`config.mk`:
```
export PLATFORM = sky130hd
export DESIGN_NAME = fault_status_unit
export DESIGN_NICKNAME = d
export VERILOG_FILES = /design/src/rtl/fsr_pkg.sv /design/src/rtl/fsr_sticky_bit.sv /design/src/rtl/fsr_pend_capture.sv /design/src/rtl/fsr_event_gen.sv /design/src/rtl/fault_status_unit.sv
export SDC_FILE = /design/constraint.sdc
export NUM_CORES = 1
export LEC_CHECK = 0
export BUFFER_PORTS_ARGS = -buffer_cell sky130_fd_sc_hd__buf_2
export CAP_MARGIN = 20
export CORE_UTILIZATION = 33
export CTS_BUF_LIST = sky130_fd_sc_hd__clkbuf_8 sky130_fd_sc_hd__clkbuf_16
export DETAILED_ROUTE_END_ITERATION = 8
export MAX_ROUTING_LAYER = met4
export PLACE_DENSITY = 0.86
export SETUP_SLACK_MARGIN = 0.3
export SYNTH_ARGS = -nofsm -noshare
export SYNTH_HDL_FRONTEND = slang
export SYNTH_SLANG_ARGS = --single-unit
```
`constraint.sdc`:
```
create_clock -name clk -period 2.61 [get_ports clk]
set_input_delay 0.3915 -clock clk [delete_from_list [all_inputs] [get_ports clk]]
set_output_delay 0.3915 -clock clk [all_outputs]
set_load 0.03 [all_outputs]
```
`src/rtl/fsr_pkg.sv`:
```
package fsr_pkg;
    localparam int FSR_WORD_W   = 32;
    localparam int FSR_IDX_W    = 8;
    localparam int FSR_IDX_LSB  = 8;
    localparam int FSR_STICKY_N = 4;   // bit 3 (first-record flag) .. bit 6 (time-out)
    localparam int FSR_STICKY_LSB = 3;
    localparam int FSR_PPF_POS  = 1;

    typedef struct packed {
        logic [FSR_IDX_W-1:0]    idx;
        logic [FSR_STICKY_N-1:0] sticky;  // [0]=rec0 flag, [1]=queue, [2]=completion, [3]=time-out
        logic                    ppf;
    } fsr_state_t;

    function automatic logic [FSR_WORD_W-1:0] fsr_pack(input fsr_state_t s);
        logic [FSR_WORD_W-1:0] w;
        w = '0;
        w[FSR_PPF_POS] = s.ppf;
        w[FSR_STICKY_LSB +: FSR_STICKY_N] = s.sticky;
        w[FSR_IDX_LSB +: FSR_IDX_W] = s.ppf ? s.idx : '0;
        return w;
    endfunction
endpackage

```
`src/rtl/fsr_sticky_bit.sv`:
```
module fsr_sticky_bit #(
    parameter bit SET_ONLY_WHEN_CLEAR = 1'b0
) (
    input  logic clk,
    input  logic rst,
    input  logic set_i,
    input  logic clr_i,
    output logic q_o,
    output logic rise_o
);
    logic set_eff;
    logic q_nxt;

    generate
        if (SET_ONLY_WHEN_CLEAR) begin : g_gated
            assign set_eff = set_i & ~q_o;
        end else begin : g_plain
            assign set_eff = set_i;
        end
    endgenerate

    always_comb begin
        if (set_eff)      q_nxt = 1'b1;
        else if (clr_i)   q_nxt = 1'b0;
        else              q_nxt = q_o;
    end

    assign rise_o = q_nxt & ~q_o;

    always_ff @(posedge clk) begin
        if (rst) q_o <= 1'b0;
        else     q_o <= q_nxt;
    end
endmodule

```
`src/rtl/fsr_pend_capture.sv`:
```
module fsr_pend_capture #(
    parameter int IDX_W = 8
) (
    input  logic             clk,
    input  logic             rst,
    input  logic             set_i,
    input  logic             clr_i,
    input  logic [IDX_W-1:0] idx_i,
    output logic             flag_o,
    output logic [IDX_W-1:0] idx_o,
    output logic             rise_o
);
    logic first_set;

    assign first_set = set_i & ~flag_o;
    assign rise_o    = first_set;

    always_ff @(posedge clk) begin
        if (rst) begin
            flag_o <= 1'b0;
            idx_o  <= '0;
        end else begin
            if (set_i)       flag_o <= 1'b1;
            else if (clr_i)  flag_o <= 1'b0;
            if (first_set)   idx_o  <= idx_i;
        end
    end
endmodule

```
`src/rtl/fsr_event_gen.sv`:
```
module fsr_event_gen #(
    parameter int N = 5
) (
    input  logic         clk,
    input  logic         rst,
    input  logic         en_i,
    input  logic [N-1:0] rise_i,
    output logic         req_o
);
    always_ff @(posedge clk) begin
        if (rst) req_o <= 1'b0;
        else     req_o <= en_i & (|rise_i);
    end
endmodule

```
`src/rtl/fault_status_unit.sv`:
```
module fault_status_unit
    import fsr_pkg::*;
#(
    parameter int ADDR_W = 12,
    parameter logic [ADDR_W-1:0] REG_OFFSET = 12'h034
) (
    input  logic                  clk,
    input  logic                  rst,
    input  logic                  wr_en,
    input  logic [ADDR_W-1:0]     wr_addr,
    input  logic [FSR_WORD_W-1:0] wr_data,
    input  logic [ADDR_W-1:0]     rd_addr,
    output logic [FSR_WORD_W-1:0] rd_data,
    input  logic                  inv_timeout,
    input  logic                  inv_cpl_err,
    input  logic                  inv_queue_err,
    input  logic                  rec0_written,
    input  logic                  pend_set,
    input  logic                  pend_clear,
    input  logic [FSR_IDX_W-1:0]  pend_idx,
    input  logic                  evt_en,
    output logic                  evt_req
);
    localparam int EVT_N = FSR_STICKY_N + 1;

    fsr_state_t              state;
    logic                    wr_hit;
    logic [FSR_STICKY_N-1:0] sticky_set;
    logic [FSR_STICKY_N-1:0] sticky_clr;
    logic [FSR_STICKY_N-1:0] sticky_rise;
    logic                    ppf_rise;
    logic [FSR_WORD_W-1:0]   status_word;

    assign wr_hit     = wr_en && (wr_addr == REG_OFFSET);
    assign sticky_set = {inv_timeout, inv_cpl_err, inv_queue_err, rec0_written};

    genvar gi;
    generate
        for (gi = 0; gi < FSR_STICKY_N; gi++) begin : g_sticky
            assign sticky_clr[gi] = wr_hit & wr_data[FSR_STICKY_LSB + gi];
            fsr_sticky_bit #(
                .SET_ONLY_WHEN_CLEAR(gi == 0)
            ) bit_i (
                .clk    (clk),
                .rst    (rst),
                .set_i  (sticky_set[gi]),
                .clr_i  (sticky_clr[gi]),
                .q_o    (state.sticky[gi]),
                .rise_o (sticky_rise[gi])
            );
        end
    endgenerate

    fsr_pend_capture #(
        .IDX_W(FSR_IDX_W)
    ) pend_i (
        .clk    (clk),
        .rst    (rst),
        .set_i  (pend_set),
        .clr_i  (pend_clear),
        .idx_i  (pend_idx),
        .flag_o (state.ppf),
        .idx_o  (state.idx),
        .rise_o (ppf_rise)
    );

    fsr_event_gen #(
        .N(EVT_N)
    ) evt_i (
        .clk    (clk),
        .rst    (rst),
        .en_i   (evt_en),
        .rise_i ({sticky_rise, ppf_rise}),
        .req_o  (evt_req)
    );

    assign status_word = fsr_pack(state);
    assign rd_data     = (rd_addr == REG_OFFSET) ? status_word : '0;
endmodule

```
==> results of run 1 <==
[final cells by class]
type	instances	area share, %
multi-input combinational	80	37.88
timing repair buffer	60	27.04
sequential	14	25.03
clock buffer	4	4.916
tap	28	3.129
inverter	6	2.011
[layout by cell type, fill, tap and decap left out, types with 2 or more instances in the layout]
master    netlist  routed
dfxtp_1        14      14
and2_1          5       5
nor4b_1         2       2
buf_2           0      59
nor2_1          6       6
conb_1          1      19
clkbuf_8        0       4
a21oi_1         9       9
nand2_1        16      16
and3_1          7       7
inv_1           6       6
o22ai_1         2       2
a311oi_1        4       4
[where the power goes]
group          switching, mW  total, mW  internal [mW]
clock network         0.0735      0.207          0.133
logic                 0.0662      0.104         0.0378
registers            0.00855      0.236          0.227
[metrics by stage]
step	instance area (µm²)	utilization [%]	instances	total power, mW
final	1120	49.20	192	0.5468
after global routing	1120	49.20	192	0.5800
after CTS	1120	49.20	192	0.5539
after detailed placement	1065	46.78	188	0.3448
after global placement	1065	46.78	188	0.3425
after floorplan	892.1	-	124	0.3263
[routing by layer]
layer | routed length (µm) | vias up | GRT usage, %
met5 | 0 | - | -
met4 | 8 | 0 | 4.054
met3 | 226 | 2 | 5.848
met2 | 858 | 52 | 25.21
met1 | 750 | 369 | 14.46
li1 | - | 436 | -
[flip-flops by register name (all words and copies together) (netlist names)]
register	count
evt_i.req_o	1
pend_i.idx_o	8
g_sticky.bit_i.q_o	4
pend_i.flag_o	1
[worst paths after layout]
| path | from | endpoint | slack, ps | cells past startpoint |
|---|---|---|---|---|
| worst max-delay path | rd_addr[1] | rd_data[12] | 480 | 6 |
| worst min-delay path | wr_data[4] | g_sticky[1].bit_i.q_o | 330 | 2 |
| worst max register to register | pend_i.flag_o | pend_i.idx_o[3] | 1370 | 3 |
| worst min register to register | pend_i.idx_o[5] | pend_i.idx_o[5] | 450 | 2 |
[logic make-up after synthesis]
logic type	count (synthesis)	share of synthesized area [%]
buffers and inverters	30	22.76
AO/OA/AOI/OAI	16	12.44
other	1	0.4548
flip-flops	14	33.99
AND/OR/NAND/NOR	45	30.35
==> results_dict.tcl, run 1 <==
set metrics [dict create \
    worst_slack_ps 479.4 \
    max-cap-violations 0 \
    synth_seq_area_share_pct 33.99 \
    syn2layout_area_growth_pct 35.81 \
    rsz0062_at_grt "no" \
    yosysMostFrequentCell "buf_4" \
    grt_pass1_vias 666 \
    cts_sinks 14 \
    hold_buffers 0 \
    grt_max_degree 15 \
    crit_buf_inv 3 \
    start_util_pct 36.23 \
    slowest_stage "or4_4" \
    synth_top_area_share_pct 33.99 \
    ys_ff_latch 14 \
    hold_class "in2reg" \
    slew_viol_final 0 \
    seq_area_um2 280.3 \
    powerDensity_nw_per_um2 488.3 \
    finalCritPeriodShare_pct 81.63 \
    htree_levels 1 \
    synth_area_um2 824.5 \
    cts_tree "built" \
    start_kind "input pin" \
    synthArstFlopShare_pct 0 \
    yosysWarnings 0 \
    dr.first_iter.drc_count 6 \
    ctsResizeCount 0 \
    avgSynthCellArea_um2 7.779 \
    wl_per_cell_um 9.604 \
    synthCells 106 \
    holdWs_ps 334.0 \
    root_buffer "clkbuf_8" \
    cpPeakStageDelay_ps 520 \
    std_cell_rows 17 \
    cts.clk_slew.worst_paths_ps 50 \
    n_antenna_cell 0 \
    io_pins 107 \
    power.leakage_nw 0.6388 \
    core_um2 2276 \
    dr.pass1.iters 4 \
    cts_buffers 3 \
    required_ps 2220 \
    max_freq_mhz 469.4 \
    criticalPathCategory "in2out" \
    synth_common_cells "buf_4, nand2_1, dfxtp_1" \
    vias 859 \
    hold_viol 0 \
    clock_skew_ps 2.507 \
    synth.distinct_cells 24 \
    viasPerCell 4.474 \
    cp_common_cell "buf_2" \
    worst_pin_slew_ps 615.1 \
    post_cts_buffers 0 \
    die-area_um2 2702 \
    status "finished clean" \
    port_buffers 59 \
    drc 0 \
    overflow 0 \
    clk_latency_ps 240 \
    cts_max_path_buffers 2 \
    layout-drive-gt1-share_pct 40.85 \
    slew_headroom_pct 58.91 \
    grt_first_pass_wirelength_um 2766 \
    final_antenna_net_count 0 \
    cp_cell_sequence "buf_2 -> or4_4 -> nor3_2 -> buf_4 -> and3_2 -> buf_2" \
    synth_ff_type "dfxtp_1" \
    synth_area_leaders "dfxtp_1, buf_4, nand2_1" \
    worst_setup_path_end_kind "output port" \
    die_h_um 51.99 \
    grtUsageTotal_pct 14.32 \
    peakVddDrop_uv 346.9 \
    fin_crit_ps 2131 \
    die_x_um 51.99 \
    multi_input_area_um2 424.2 \
    finalSetupViolations 0 \
    wirelength_um 1844 \
    timing.setup.tns_ps 0 \
    dp_hpwl_um 1557 \
    place_ws_ps 470.6 \
    fin_nets 239 \
    antenna_found_initial 0 \
    cp_top_family "simple AND/OR/NAND/NOR gates" \
    crit_fanout 13 \
    synth-edff-count 0 \
    gp_congestion 0.6614 \
    synth_top_area_cell "dfxtp_1" \
    critPathArrivalTime_ps 1740 \
    n_fill_cell 236 \
]
Power figures use the tool's default switching activity.
==> run 2: changes to the inputs <==
Settings changed: CORE_UTILIZATION 33 to 31, PLACE_DENSITY 0.86 to 0.82.
Clock period 2.61 ns to 2.2 ns, I/O delays scaled along.
==> run 2 against run 1 <==
Clock power increased by 17%. Largest power group unchanged. Design area increased by 14%. Die area increased by 6.2%. Via count increased by 1.5%. Routed wire length increased by 8.9%. Clock-buffer cell count unchanged.
==> results_dict.tcl, run 2 (same netlist as run 1, synthesis figures left out) <==
set metrics [dict create \
    status "finished clean" \
    gp_congestion 0.7329 \
    r2r_slack_ps 940 \
    rr_worst_depth 2 \
    power.leakage_nw 0.6621 \
    io_pins 107 \
    worstReg2RegEnd "evt_i.req_o" \
    vias 872 \
    max_freq_mhz 498.9 \
    die-area_um2 2870 \
    instances_no_fill 195 \
    grt_first_pass_wirelength_um 2463 \
    hold_start "wr_data[6]" \
    start_util_pct 32.98 \
    slew_viol_final 0 \
    layout-drive-gt1-share_pct 47.88 \
    largest-register "pend_i.idx_o" \
    post_cts_buffers 0 \
    largest_reg_flops 8 \
    n_antenna_cell 0 \
    n_fill_cell 256 \
    powerDensity_nw_per_um2 508.3 \
    std_cell_rows 18 \
    fin_total_pwr_mw 0.6500 \
    max-cap-violations 0 \
    hold_depth 2 \
    crit_fanout 7 \
    fin_crit_ps 2004 \
    cts_sinks 14 \
    slew_headroom_pct 59.80 \
    cp_cell_sequence "buf_6 -> or4_4 -> nor3_4 -> buf_6 -> and3_4 -> buf_6" \
    finalCritPeriodShare_pct 91.10 \
    clock_skew_ps 4.116 \
    dr.pass1.iters 4 \
    timing.setup.tns_ps 0 \
    criticalPathCategory "in2out" \
    hold_viol 0 \
    wl_per_cell_um 10.30 \
    start_kind "input pin" \
    clk_latency_ps 240 \
    rsz0062_at_grt "yes" \
    top_regs "pend_i.idx_o (8), g_sticky.bit_i.q_o (4)" \
    cts_tree "built" \
    root_buffer "clkbuf_8" \
    drc 0 \
    timing.rr.start "pend_i.flag_o" \
    hold_buffers 0 \
    required_ps 1870 \
    cpPeakStageDelay_ps 540 \
    die_x_um 53.58 \
    crit_buf_inv 3 \
    dr.first_iter.drc_count 5 \
    hold_class "in2reg" \
    antenna_found_initial 0 \
    die_h_um 53.58 \
    dp.cells 190 \
    final_antenna_net_count 0 \
    syn2layout_area_growth_pct 55.08 \
    slowest_stage "or4_4" \
    critPathArrivalTime_ps 1670 \
    holdPathEnd "g_sticky[3].bit_i.q_o" \
    multi_input_area_um2 478.0 \
    grt_max_degree 15 \
    final_common_cell "buf_2" \
    wirelength_um 2008 \
    cts.clk_slew.worst_paths_ps 60 \
    port_buffers 59 \
    viasPerCell 4.472 \
    finalSetupViolations 0 \
    worst_pin_slew_ps 601.7 \
    fin_nets 240 \
    dp_hpwl_um 1454 \
    grt_pass1_vias 587 \
    cts_max_path_buffers 2 \
    peakVddDrop_uv 285.8 \
    cp_top_family "simple AND/OR/NAND/NOR gates" \
    overflow 0 \
    seq_area_um2 280.3 \
    layout_common_cells "buf_2, conb_1, nand2_1, buf_6, dfxtp_1" \
    worst_setup_path_end_kind "output port" \
    cp_common_cell "buf_6" \
    cts_buffers 3 \
    htree_levels 1 \
    grtUsageTotal_pct 12.14 \
    core_um2 2500 \
]
[run 2: cell types whose count changed in the layout (fill, tap and decap cells not counted)]
cell,delta
buf_6,+16
buf_2,-14
and3_4,+7
and3_1,-6
and2_1,-4
and2_4,+4
and3_2,-1
buf_4,-1
nor3_2,-1
nor3_4,+1
or4_1,-1
or4_4,+1
[run 2: final cells by class]
class | count | share of cell area (%)
Timing Repair Buffer | 61 | 31.70
Clock buffer | 4 | 4.305
Inverter | 6 | 1.761
Tap cell | 30 | 2.935
Sequential cell | 14 | 21.92
Multi-Input combinational cell | 80 | 37.38
[run 2: worst max-delay path by stage]
stage / start / end / slack [ps] / cells after the start
after CTS: rd_addr[9] / rd_data[12] / 210 / 6
after floorplan: rd_addr[1] / rd_data[10] / 310 / 4
final: rd_addr[10] / rd_data[12] / 200 / 6
after global placement: rd_addr[1] / rd_data[12] / 190 / 6
after detailed placement: rd_addr[9] / rd_data[12] / 180 / 6
after global routing: rd_addr[10] / rd_data[14] / 150 / 6
[run 2: per-stage QoR]
stage                     area, µm²  utilization [%]  hold WS [ps]  setup WS [ps]
after floorplan               892.1                -         402.1          305.5
after global placement         1067            42.69         437.9          193.2
after detailed placement       1067            42.69         441.8          184.7
after CTS                      1155            46.20         276.2          211.8
after global routing           1279            51.15         282.1          149.6
final                          1279            51.15         274.9          195.7
[run 2: power by group]
part / switching [mW] / internal, mW / leakage, nW
clock: 0.0839 / 0.158 / 0.0288
sequential: 0.0119 / 0.270 / 0.116
combinational: 0.0799 / 0.0465 / 0.517
total: 0.176 / 0.474 / 0.662
[run 2: timing repair]
item / in CTS / in global routing
resized for setup: 13 / 30
pin swaps: 0 / 7
cloned: 0 / 1
setup endpoints to repair: 13 / 13
[run 2: layer usage]
| layer | track usage, % | share of wire [%] |
|---|---|---|
| met5 | - | 0 |
| met1 | 14.36 | 42 |
| met3 | 1.695 | 8.7 |
| met4 | 5.263 | 1.1 |
| met2 | 20.42 | 48 |
==> run 3: changes to the inputs <==
Settings changed: ABC_AREA set to 1, CORE_UTILIZATION 31 to 32.
==> run 3 against run 2 <==
Combinational power grew 12%. Synthesized cell count grew 21%. Synthesized area grew 6.2%. Routed wire length shrank 13%. Clock skew shrank 2.6 ps. Critical path depth grew 1. Worst hold slack gained 36 ps. Sequential share of layout area grew 2.3 points. Design area shrank 9.4%. Flip-flop and latch count is the same. Highest routed layer unchanged. Via count grew 1.7%. Critical path type unchanged. Setup slack gained 410 ps.
==> results_dict.tcl, run 3 <==
set metrics [dict create \
    cts_buffers 3 \
    n_antenna_cell 0 \
    fin_crit_ps 1592 \
    fin_nets 263 \
    final_cell_area_um2 1159 \
    synth_ff_type "dfxtp_1" \
    grt_pass1_vias 693 \
    max-cap-violations 0 \
    holdWs_ps 311.2 \
    rsz0062_at_grt "no" \
    layout_common_cells "buf_2, nor2_1, inv_1" \
    slowest_stage "buf_2" \
    antenna_found_initial 0 \
    cp_top_family "simple AND/OR/NAND/NOR gates" \
    criticalPathCategory "in2out" \
    top_usage_layer "met2" \
    seq_area_um2 280.3 \
    multi_input_area_um2 421.7 \
    worst_setup_path_end_kind "output port" \
    power.leakage_nw 0.6484 \
    overflow 0 \
    cpPeakStageDelay_ps 200 \
    yosysWarnings 0 \
    htree_levels 1 \
    synth_area_um2 875.8 \
    max_freq_mhz 628.3 \
    peakVddDrop_uv 437.2 \
    wirelength_um 1745 \
    status "finished clean" \
    timing.setup.tns_ps 0 \
    grtUsageTotal_pct 13.07 \
    fin_total_pwr_mw 0.6238 \
    finalSetupViolations 0 \
    worst_slack_ps 608.4 \
    final_antenna_net_count 0 \
    syn2layout_area_growth_pct 32.29 \
    fin_util_pct 45.93 \
    crit_fanout 9 \
    clk_latency_ps 240 \
    yosysMostFrequentCell "nor2_1" \
    cts_max_path_buffers 2 \
    synthCells 128 \
    synth_top_area_share_pct 32.00 \
    layout-drive-gt1-share_pct 37.43 \
    synth_common_cells "nor2_1, inv_1, buf_4" \
    cts.clk_slew.worst_paths_ps 50 \
    ys_ff_latch 14 \
    core_um2 2522 \
    start_kind "input pin" \
    dr.pass1.iters 4 \
    port_buffers 59 \
    top_regs "pend_i.idx_o (8), g_sticky.bit_i.q_o (4)" \
    die_h_um 54.32 \
    clock_skew_ps 1.524 \
    grt_max_degree 18 \
    timing.rr.start "pend_i.flag_o" \
    postPlaceCellArea_um2 1117 \
    finalCritPeriodShare_pct 72.34 \
    hold_start "evt_en" \
    cp_cell_sequence "buf_2 -> nor2_1 -> nand3b_1 -> nor2_2 -> nand3_2 -> nor2_1 -> buf_2" \
    avgSynthCellArea_um2 6.843 \
    grt_first_pass_wirelength_um 2732 \
    die-area_um2 2950 \
    cts_tree "built" \
    synth_top_area_cell "dfxtp_1" \
    critPathArrivalTime_ps 1260 \
    post_cts_buffers 0 \
    met3_usage_pct 4.722 \
    vias 887 \
    largest-register "pend_i.idx_o" \
    use_met2_pct 23.58 \
    hold_buffers 0 \
    synth_seq_area_share_pct 32.00 \
    std_cell_rows 18 \
    crit_start "rd_addr[1]" \
    dp_hpwl_um 1446 \
    instances_no_fill 217 \
    drc 0 \
    die_x_um 54.32 \
    required_ps 1870 \
    ctsResizeCount 0 \
    largest_reg_flops 8 \
    crit_buf_inv 2 \
    gp_congestion 0.7268 \
    synth-edff-count 0 \
    hold_viol 0 \
    start_util_pct 34.72 \
    slew_viol_final 0 \
    final_common_cell "buf_2" \
    root_buffer "clkbuf_8" \
    place_ws_ps 573.8 \
    n_fill_cell 287 \
    cts_sinks 14 \
    synth.distinct_cells 22 \
    use_met1_pct 13.39 \
    synth_area_leaders "dfxtp_1, buf_4, nor2_1" \
    dp.cells 214 \
    wl_per_cell_um 8.041 \
    synthArstFlopShare_pct 0 \
    dr.first_iter.drc_count 19 \
    powerDensity_nw_per_um2 538.4 \
    io_pins 107 \
    hold_class "in2reg" \
    viasPerCell 4.088 \
]
==> run 3: changes by cell type in the layout (fill, tap and decap cells not counted), moves of 4 or more <==
cell | before | now
nor2_1 | 6 | 32
a311oi_1 | 4 | 0
a211oi_1 | 0 | 6
buf_6 | 16 | 0
inv_1 | 6 | 21
nand2_1 | 16 | 11
a21oi_1 | 9 | 4
and3_4 | 7 | 0
and2_4 | 4 | 0
buf_2 | 45 | 59
nand3_1 | 0 | 4
==> run 3: worst reg2reg max path: cells and delay by family, from the launching register on <==
family                 cells  cell delay (ps)
buffers and inverters      1               60
AOI/OAI and AO/OA          1              120
and+or+nand+nor            3              410
DFF                        1              360
==> run 3: path summary, 6_finish.rpt <==
kind | endpoint | slack [ps] | depth (start not counted)
worst max-delay path | rd_data[15] | 610 | 7
worst min-delay path | evt_i.req_o | 310 | 3
worst max register to register | evt_i.req_o | 1130 | 5
worst min register to register | pend_i.idx_o[1] | 460 | 2
==> run 3: final cells by class <==
| cell class | instances | area share, % |
|---|---|---|
| multi-input combinational | 89 | 36.39 |
| inverter | 22 | 7.127 |
| timing repair buffer | 59 | 25.49 |
| clock buffer | 3 | 3.564 |
| sequential | 14 | 24.19 |
| tap | 30 | 3.240 |
==> run 3: layer usage <==
metal | share of wire (%) | wire length (µm)
met5 | 0 | 0
met3 | 7.7 | 135
met2 | 49 | 863
met4 | 1.1 | 19
met1 | 42 | 727
==> run 3: logic make-up (layout without fill, tap and decap cells) <==
group,after synthesis,after routing,synth area share [%]
AND/OR/NAND/NOR,56,56,28.43
flip-flops,14,14,32.00
buffers and inverters,43,84,27.57
AO/OA/AOI/OAI,14,14,11.57
other,1,19,0.4282
==> run 3: power breakdown <==
| group | internal [mW] | switching [mW] | leakage (nW) |
|---|---|---|---|
| logic | 0.0497 | 0.0909 | 0.510 |
| clock network | 0.121 | 0.0817 | 0.0216 |
| registers | 0.273 | 0.00758 | 0.117 |
